[src/rtl/mcseq_pkg.sv]
package mcseq_pkg;

  // Sequencing action carried in every microword
  typedef enum logic [1:0] {
    SEQ_FETCH = 2'b00,
    SEQ_DISP1 = 2'b01,
    SEQ_DISP2 = 2'b10,
    SEQ_NEXT  = 2'b11
  } seq_e;

  typedef struct packed {
    logic       pc_write;
    logic       pc_write_cond;
    logic       mem_addr_sel;
    logic       mem_read;
    logic       mem_write;
    logic       ir_write;
    logic       wb_from_mem;
    logic [1:0] pc_source;
    logic [1:0] alu_op;
    logic       alu_src_a;
    logic [1:0] alu_src_b;
    logic       reg_write;
    logic       dst_rd;
    seq_e       seq;
  } uword_t;

  localparam logic [5:0] OPC_RTYPE = 6'b000000;
  localparam logic [5:0] OPC_JUMP  = 6'b000010;
  localparam logic [5:0] OPC_BEQ   = 6'b000100;
  localparam logic [5:0] OPC_LOAD  = 6'b100011;
  localparam logic [5:0] OPC_STORE = 6'b101011;

  // Microprogram contents, one word per micro-address
  function automatic uword_t ucode_word(input int unsigned addr);
    uword_t w;
    w = '0;
    w.seq = SEQ_FETCH;
    case (addr)
      0: begin
        w.mem_read = 1'b1; w.ir_write = 1'b1; w.alu_src_b = 2'b01;
        w.pc_write = 1'b1; w.seq = SEQ_NEXT;
      end
      1: begin w.alu_src_b = 2'b11; w.seq = SEQ_DISP1; end
      2: begin w.alu_src_a = 1'b1; w.alu_src_b = 2'b10; w.seq = SEQ_DISP2; end
      3: begin w.mem_read = 1'b1; w.mem_addr_sel = 1'b1; w.seq = SEQ_NEXT; end
      4: begin w.reg_write = 1'b1; w.wb_from_mem = 1'b1; end
      5: begin w.mem_write = 1'b1; w.mem_addr_sel = 1'b1; end
      6: begin w.alu_src_a = 1'b1; w.alu_op = 2'b10; w.seq = SEQ_NEXT; end
      7: begin w.reg_write = 1'b1; w.dst_rd = 1'b1; end
      8: begin
        w.alu_src_a = 1'b1; w.alu_op = 2'b01;
        w.pc_write_cond = 1'b1; w.pc_source = 2'b01;
      end
      9: begin w.pc_write = 1'b1; w.pc_source = 2'b10; end
      default: w = '0;
    endcase
    return w;
  endfunction

endpackage

[src/rtl/mcseq_dispatch.sv]
module mcseq_dispatch
  import mcseq_pkg::*;
#(
  parameter int TBL   = 1,
  parameter int UPC_W = 4,
  parameter int OP_W  = 6
) (
  input  logic [OP_W-1:0]  opcode,
  output logic [UPC_W-1:0] target
);

  generate
    if (TBL == 1) begin : g_decode_split
      always_comb begin
        case (opcode)
          OPC_RTYPE: target = UPC_W'(6);
          OPC_JUMP:  target = UPC_W'(9);
          OPC_BEQ:   target = UPC_W'(8);
          OPC_LOAD,
          OPC_STORE: target = UPC_W'(2);
          default:   target = '0;
        endcase
      end
    end else begin : g_memop_split
      always_comb begin
        case (opcode)
          OPC_LOAD:  target = UPC_W'(3);
          OPC_STORE: target = UPC_W'(5);
          default:   target = '0;
        endcase
      end
    end
  endgenerate

endmodule

[src/rtl/mcseq_addr_sel.sv]
module mcseq_addr_sel
  import mcseq_pkg::*;
#(
  parameter int UPC_W = 4
) (
  input  seq_e             seq,
  input  logic [UPC_W-1:0] cur,
  input  logic [UPC_W-1:0] disp1,
  input  logic [UPC_W-1:0] disp2,
  output logic [UPC_W-1:0] nxt
);

  always_comb begin
    case (seq)
      SEQ_NEXT:  nxt = cur + UPC_W'(1);
      SEQ_DISP1: nxt = disp1;
      SEQ_DISP2: nxt = disp2;
      default:   nxt = '0;
    endcase
  end

endmodule

[src/rtl/mcseq_store.sv]
module mcseq_store
  import mcseq_pkg::*;
#(
  parameter int UPC_W = 4,
  localparam int DEPTH = 1 << UPC_W
) (
  input  logic             clk,
  input  logic [UPC_W-1:0] rd_addr,
  output uword_t           rd_word
);

  uword_t rom [DEPTH];

  generate
    for (genvar i = 0; i < DEPTH; i++) begin : g_rom
      assign rom[i] = ucode_word(i);
    end
  endgenerate

  // Synchronous read so the store maps onto a block memory
  always_ff @(posedge clk) begin
    rd_word <= rom[rd_addr];
  end

endmodule

[src/rtl/mcseq_ctrl.sv]
module mcseq_ctrl
  import mcseq_pkg::*;
#(
  parameter int UPC_W = 4,
  parameter int OP_W  = 6
) (
  input  logic             clk,
  input  logic             rst,
  input  logic [OP_W-1:0]  opcode,
  output logic             pc_write,
  output logic             pc_write_cond,
  output logic             mem_addr_sel,
  output logic             mem_read,
  output logic             mem_write,
  output logic             ir_write,
  output logic             wb_from_mem,
  output logic [1:0]       pc_source,
  output logic [1:0]       alu_op,
  output logic             alu_src_a,
  output logic [1:0]       alu_src_b,
  output logic             reg_write,
  output logic             dst_rd,
  output logic [UPC_W-1:0] state
);

  logic [UPC_W-1:0] upc_q;
  logic [UPC_W-1:0] disp1_tgt;
  logic [UPC_W-1:0] disp2_tgt;
  logic [UPC_W-1:0] upc_nxt;
  logic [UPC_W-1:0] rd_addr;
  uword_t           word_q;

  mcseq_dispatch #(.TBL(1), .UPC_W(UPC_W), .OP_W(OP_W)) u_disp1 (
    .opcode (opcode),
    .target (disp1_tgt)
  );

  mcseq_dispatch #(.TBL(2), .UPC_W(UPC_W), .OP_W(OP_W)) u_disp2 (
    .opcode (opcode),
    .target (disp2_tgt)
  );

  mcseq_addr_sel #(.UPC_W(UPC_W)) u_sel (
    .seq   (word_q.seq),
    .cur   (upc_q),
    .disp1 (disp1_tgt),
    .disp2 (disp2_tgt),
    .nxt   (upc_nxt)
  );

  assign rd_addr = rst ? '0 : upc_nxt;

  mcseq_store #(.UPC_W(UPC_W)) u_store (
    .clk     (clk),
    .rd_addr (rd_addr),
    .rd_word (word_q)
  );

  always_ff @(posedge clk) begin
    upc_q <= rd_addr;
  end

  assign state         = upc_q;
  assign pc_write      = word_q.pc_write;
  assign pc_write_cond = word_q.pc_write_cond;
  assign mem_addr_sel  = word_q.mem_addr_sel;
  assign mem_read      = word_q.mem_read;
  assign mem_write     = word_q.mem_write;
  assign ir_write      = word_q.ir_write;
  assign wb_from_mem   = word_q.wb_from_mem;
  assign pc_source     = word_q.pc_source;
  assign alu_op        = word_q.alu_op;
  assign alu_src_a     = word_q.alu_src_a;
  assign alu_src_b     = word_q.alu_src_b;
  assign reg_write     = word_q.reg_write;
  assign dst_rd        = word_q.dst_rd;

  AST_RESET_TO_FETCH: assert property (@(posedge clk)
    rst |=> (state == '0 && ir_write && mem_read && pc_write));
  AST_FETCH_STEPS: assert property (@(posedge clk) disable iff (rst)
    (state == UPC_W'(0)) |=> (state == UPC_W'(1)));
  AST_DISP1_RANGE: assert property (@(posedge clk) disable iff (rst)
    (state == UPC_W'(1)) |=> (state inside {UPC_W'(0), UPC_W'(2), UPC_W'(6), UPC_W'(8), UPC_W'(9)}));
  AST_DISP2_RANGE: assert property (@(posedge clk) disable iff (rst)
    (state == UPC_W'(2)) |=> (state inside {UPC_W'(0), UPC_W'(3), UPC_W'(5)}));
  AST_LAST_STEP_RETURNS: assert property (@(posedge clk) disable iff (rst)
    (state inside {UPC_W'(4), UPC_W'(5), UPC_W'(7), UPC_W'(8), UPC_W'(9)}) |=> (state == '0));
  AST_NO_MEM_CLASH: assert property (@(posedge clk) disable iff (rst)
    $onehot0({mem_read, mem_write}));
  AST_PC_LOAD_EXCL: assert property (@(posedge clk) disable iff (rst)
    $onehot0({pc_write, pc_write_cond}));

endmodule

[config.mk]
export PLATFORM = sky130hd
export DESIGN_NAME = mcseq_ctrl
export DESIGN_NICKNAME = d
export VERILOG_FILES = /design/src/rtl/mcseq_pkg.sv /design/src/rtl/mcseq_dispatch.sv /design/src/rtl/mcseq_addr_sel.sv /design/src/rtl/mcseq_store.sv /design/src/rtl/mcseq_ctrl.sv
export SDC_FILE = /design/constraint.sdc
export NUM_CORES = 1
export LEC_CHECK = 0
export BUFFER_PORTS_ARGS = -buffer_cell sky130_fd_sc_hd__buf_2
export CAP_MARGIN = 40
export CORE_MARGIN = 4
export CORE_UTILIZATION = 49
export CTS_CLUSTER_SIZE = 10
export DETAILED_ROUTE_END_ITERATION = 12
export PLACE_DENSITY = 0.77
export REMOVE_ABC_BUFFERS = 1
export SYNTH_ARGS = -nofsm -noshare
export SYNTH_HDL_FRONTEND = slang
export SYNTH_SLANG_ARGS = --single-unit
[constraint.sdc]
create_clock -name clk -period 2.6 [get_ports clk]
set_input_delay 0.13 -clock clk [delete_from_list [all_inputs] [get_ports clk]]
set_output_delay 0.13 -clock clk [all_outputs]
set_load 0.02 [all_outputs]
==> metrics.md <==
| Metric | Value |
|---|---|
| Leak pwr | `0.522 nW` |
| Overflow left after global routing | `0` |
| Register area share after synthesis | `43.6%` |
| Antenna-violating nets left | `0` |
| Post-synthesis instance total | `86` |
| Core Footprint | `1750 sq um` |
| Worst clock skew | `0.0106 ns` |
| Post-layout min period | `2.13 ns` |
| Wirelength, routed | `1780 um` |
| Mapped Area | `918 sq um` |
| Insertion delay of the later-clocked pin in the worst-skew pair | `0.31 ns` |
| Clock Root Buffer | `clkbuf_4` |
| Post-CTS Repair Setup Buffers | `0` |
| Kind of path behind the tightest hold check | `in2reg` |
| Slew of the pin with the lowest slew margin | `0.400 ns` |
| Overall die height | `51.3 um` |
| Max VDD drop | `0.000644 V` |
| Post-synthesis to final-layout area growth | `20.4%` |
| Total half-perimeter wirelength after legalization and detailed placement | `1350 um` |
| Critical Path Sink Type | `flip-flop` |
| Final Hold Fails | `0` |
| NumNets Final | `128` |
| Vias after detailed routing | `671` |
| Sum of negative setup slack | `0 ns` |
| Top-area cell type share of the netlist area | `43.6%` |
| Worst-path maximum fanout | `8` |
| Avg Synthesized Cell Area | `10.7 sq um` |
| Highest attainable clock frequency | `0.469 GHz` |
| Max cap viols | `0` |
| Fillers | `147` |
| Overall die area | `2630 sq um` |
| Clock tree from TritonCTS | `built` |
| CTS max path bufs | `2` |
| DRC violation total after the first TritonRoute iteration | `4` |
| Period Utilization, post-route | `82.0%` |
| Biggest area contributors in the synthesized netlist | `dfxtp_1, ha_1, and2_1, nor2_1, xor2_1` |
| Initial antenna violation count | `0` |
| Run status | `finished clean` |
| Number of max-slew violations in the final report | `0` |
| Clock sink count | `20` |
| Cell area power density | `1070 nW/um^2` |
| Setup repair after global routing missed its margin | `no` |
| CP Class | `reg2reg` |
| GRT Resource Usage Total | `15.6%` |
| Post-synthesis register bit count | `20` |
| Startpoint types | `flip-flop` |
| Hold Buf Count CTS | `0` |
| Placer Congestion | `0.823` |
| Wire length of the first global-routing pass | `3010 um` |
| Unique masters post-synth | `34` |
| Post-cts resize count | `0` |
| Final core utilization | `63.4%` |
| Max-slew headroom | `73.3%` |
| Starting density of the core | `52.6%` |
| Vias/cell | `4.86` |
| Core Rows | `15` |
| Vias in the first global route | `655` |
| Cell taking the most area after synthesis | `dfxtp_1` |
| Count of buffers from port buffering | `27` |
| Count of pins on the block boundary | `28` |
| Number of design rule violations left after detail routing | `0` |
| CP Data Arrival Time | `2.33 ns` |
| Detailed-router iteration count before antenna repair | `4` |
| Routed wire length per instance | `12.9 um` |
| Clock transition at the registers of the reported paths | `0.11 ns` |
| Layout cell share with drive strength beyond 1 | `36.3%` |
| Setup violation total in the final timing report | `0` |
| Die outline width | `51.3 um` |
| Number of H-tree levels | `1` |
| Largest net degree at the start of global routing | `13` |
| CTS buffer count | `3` |
| Total inserted antenna cells | `0` |
| Worst Path Required | `2.80 ns` |
| Yosys Warn Count | `0` |
[registers in the layout (all words and copies together), names as in the netlist]
name and cells:
state 4, u_store.rd_word 16
[metrics by stage]
| stage | std cells | total power, mW | hold slack, ns | cell area [sq um] | setup WS, ns |
|---|---|---|---|---|---|
| finish | 138 | 1.18 | 0.171 | 1110 | 0.468 |
| global route | 138 | 1.26 | 0.188 | 1110 | 0.297 |
| CTS | 138 | 1.19 | 0.163 | 1110 | 0.478 |
| detailed placement | 134 | 0.935 | 0.490 | 1050 | 0.491 |
| global placement | 134 | 0.922 | 0.487 | 1050 | 0.633 |
| floorplan | 82 | 0.788 | 0.305 | 887 | 0.720 |
[cell usage in the layout (no fill, tap or decap), types with 2 or more instances in the layout]
master / n
xor2_1: 3
inv_1: 5
buf_2: 27
nand2_1: 2
dfxtp_1: 20
a21oi_1: 2
clkbuf_4: 3
nor3_1: 2
ha_1: 6
and2_1: 7
nand3_1: 5
nor2_1: 7
a22o_1: 2
mux2i_1: 2
[cell usage after synthesis]
cell and n:
dfxtp_1 20, and2_1 7, nor2_1 7, ha_1 6, inv_1 5, nand3_1 5
xor2_1 3, a21oi_1 2, a22o_1 2, buf_4 2, mux2i_1 2, nand2_1 2
nor3_1 2, a22o_2 1, a31oi_4 1, a32oi_1 1, and3_1 1, and4b_1 1
and4b_2 1, buf_2 1, buf_6 1, nand2b_1 1, nand3_2 1, nand3b_1 1
nand4b_1 1, nor2b_1 1, nor2b_2 1, nor2b_4 1, nor3b_1 1, nor3b_2 1
nor4b_4 1, o21bai_1 1, o22ai_4 1, or2_2 1
[report_power, final]
part | switching (mW) | leakage (nW) | internal [mW]
Sequential | 0.0548 | 0.164 | 0.388
Combinational | 0.286 | 0.331 | 0.197
Clock | 0.0985 | 0.0279 | 0.156
Total | 0.440 | 0.522 | 0.741
[layout make-up]
type,instances,area (sq um),area share [%]
Inverter,5,18.8,1.70
Multi-Input combinational cell,57,468,42.3
Timing Repair Buffer,27,135,12.2
Clock buffer,3,22.5,2.04
Sequential cell,20,400,36.2
Clock inverter,1,30.0,2.71
Tap cell,25,31.3,2.83
[final timing paths]
kind | cells past startpoint | slack (ns) | start | to
max | 7 | 0.47 | u_store.rd_word[1] | u_store.rd_word[6]
min | 2 | 0.17 | rst | state[3]
max reg2reg | 7 | 0.47 | u_store.rd_word[1] | u_store.rd_word[6]
min reg2reg | 2 | 0.78 | u_store.rd_word[0] | state[3]
[metal layers]
layer	vias up	wire length, um	GRT usage, %
met3	4	90	4.08
met4	0	32	7.86
met1	303	844	19.4
met5	-	0	0
li1	347	-	-
met2	17	815	24.9
[logic make-up (layout without fill, tap and decap cells)]
kind of cell	Yosys count	count (layout)	share of synthesized area, %
xor gates and xnor gates	3	3	2.86
adders and majority gates	6	6	8.17
DFF	20	20	43.6
AOI/OAI and AO/OA	9	9	10.4
muxes	2	2	2.18
and+or+nand+nor	37	37	27.4
buffers and inverters	9	36	5.45
[worst max-delay path, stage by stage (launching register included)]
cell,delay (ns)
dfxtp_1,0.42
nor4b_4,0.36
and4b_2,0.27
a21oi_1,0.07
nor2_1,0.32
inv_1,0.11
ha_1,0.24
a22o_2,0.24
(Power assumes the default switching activity.)
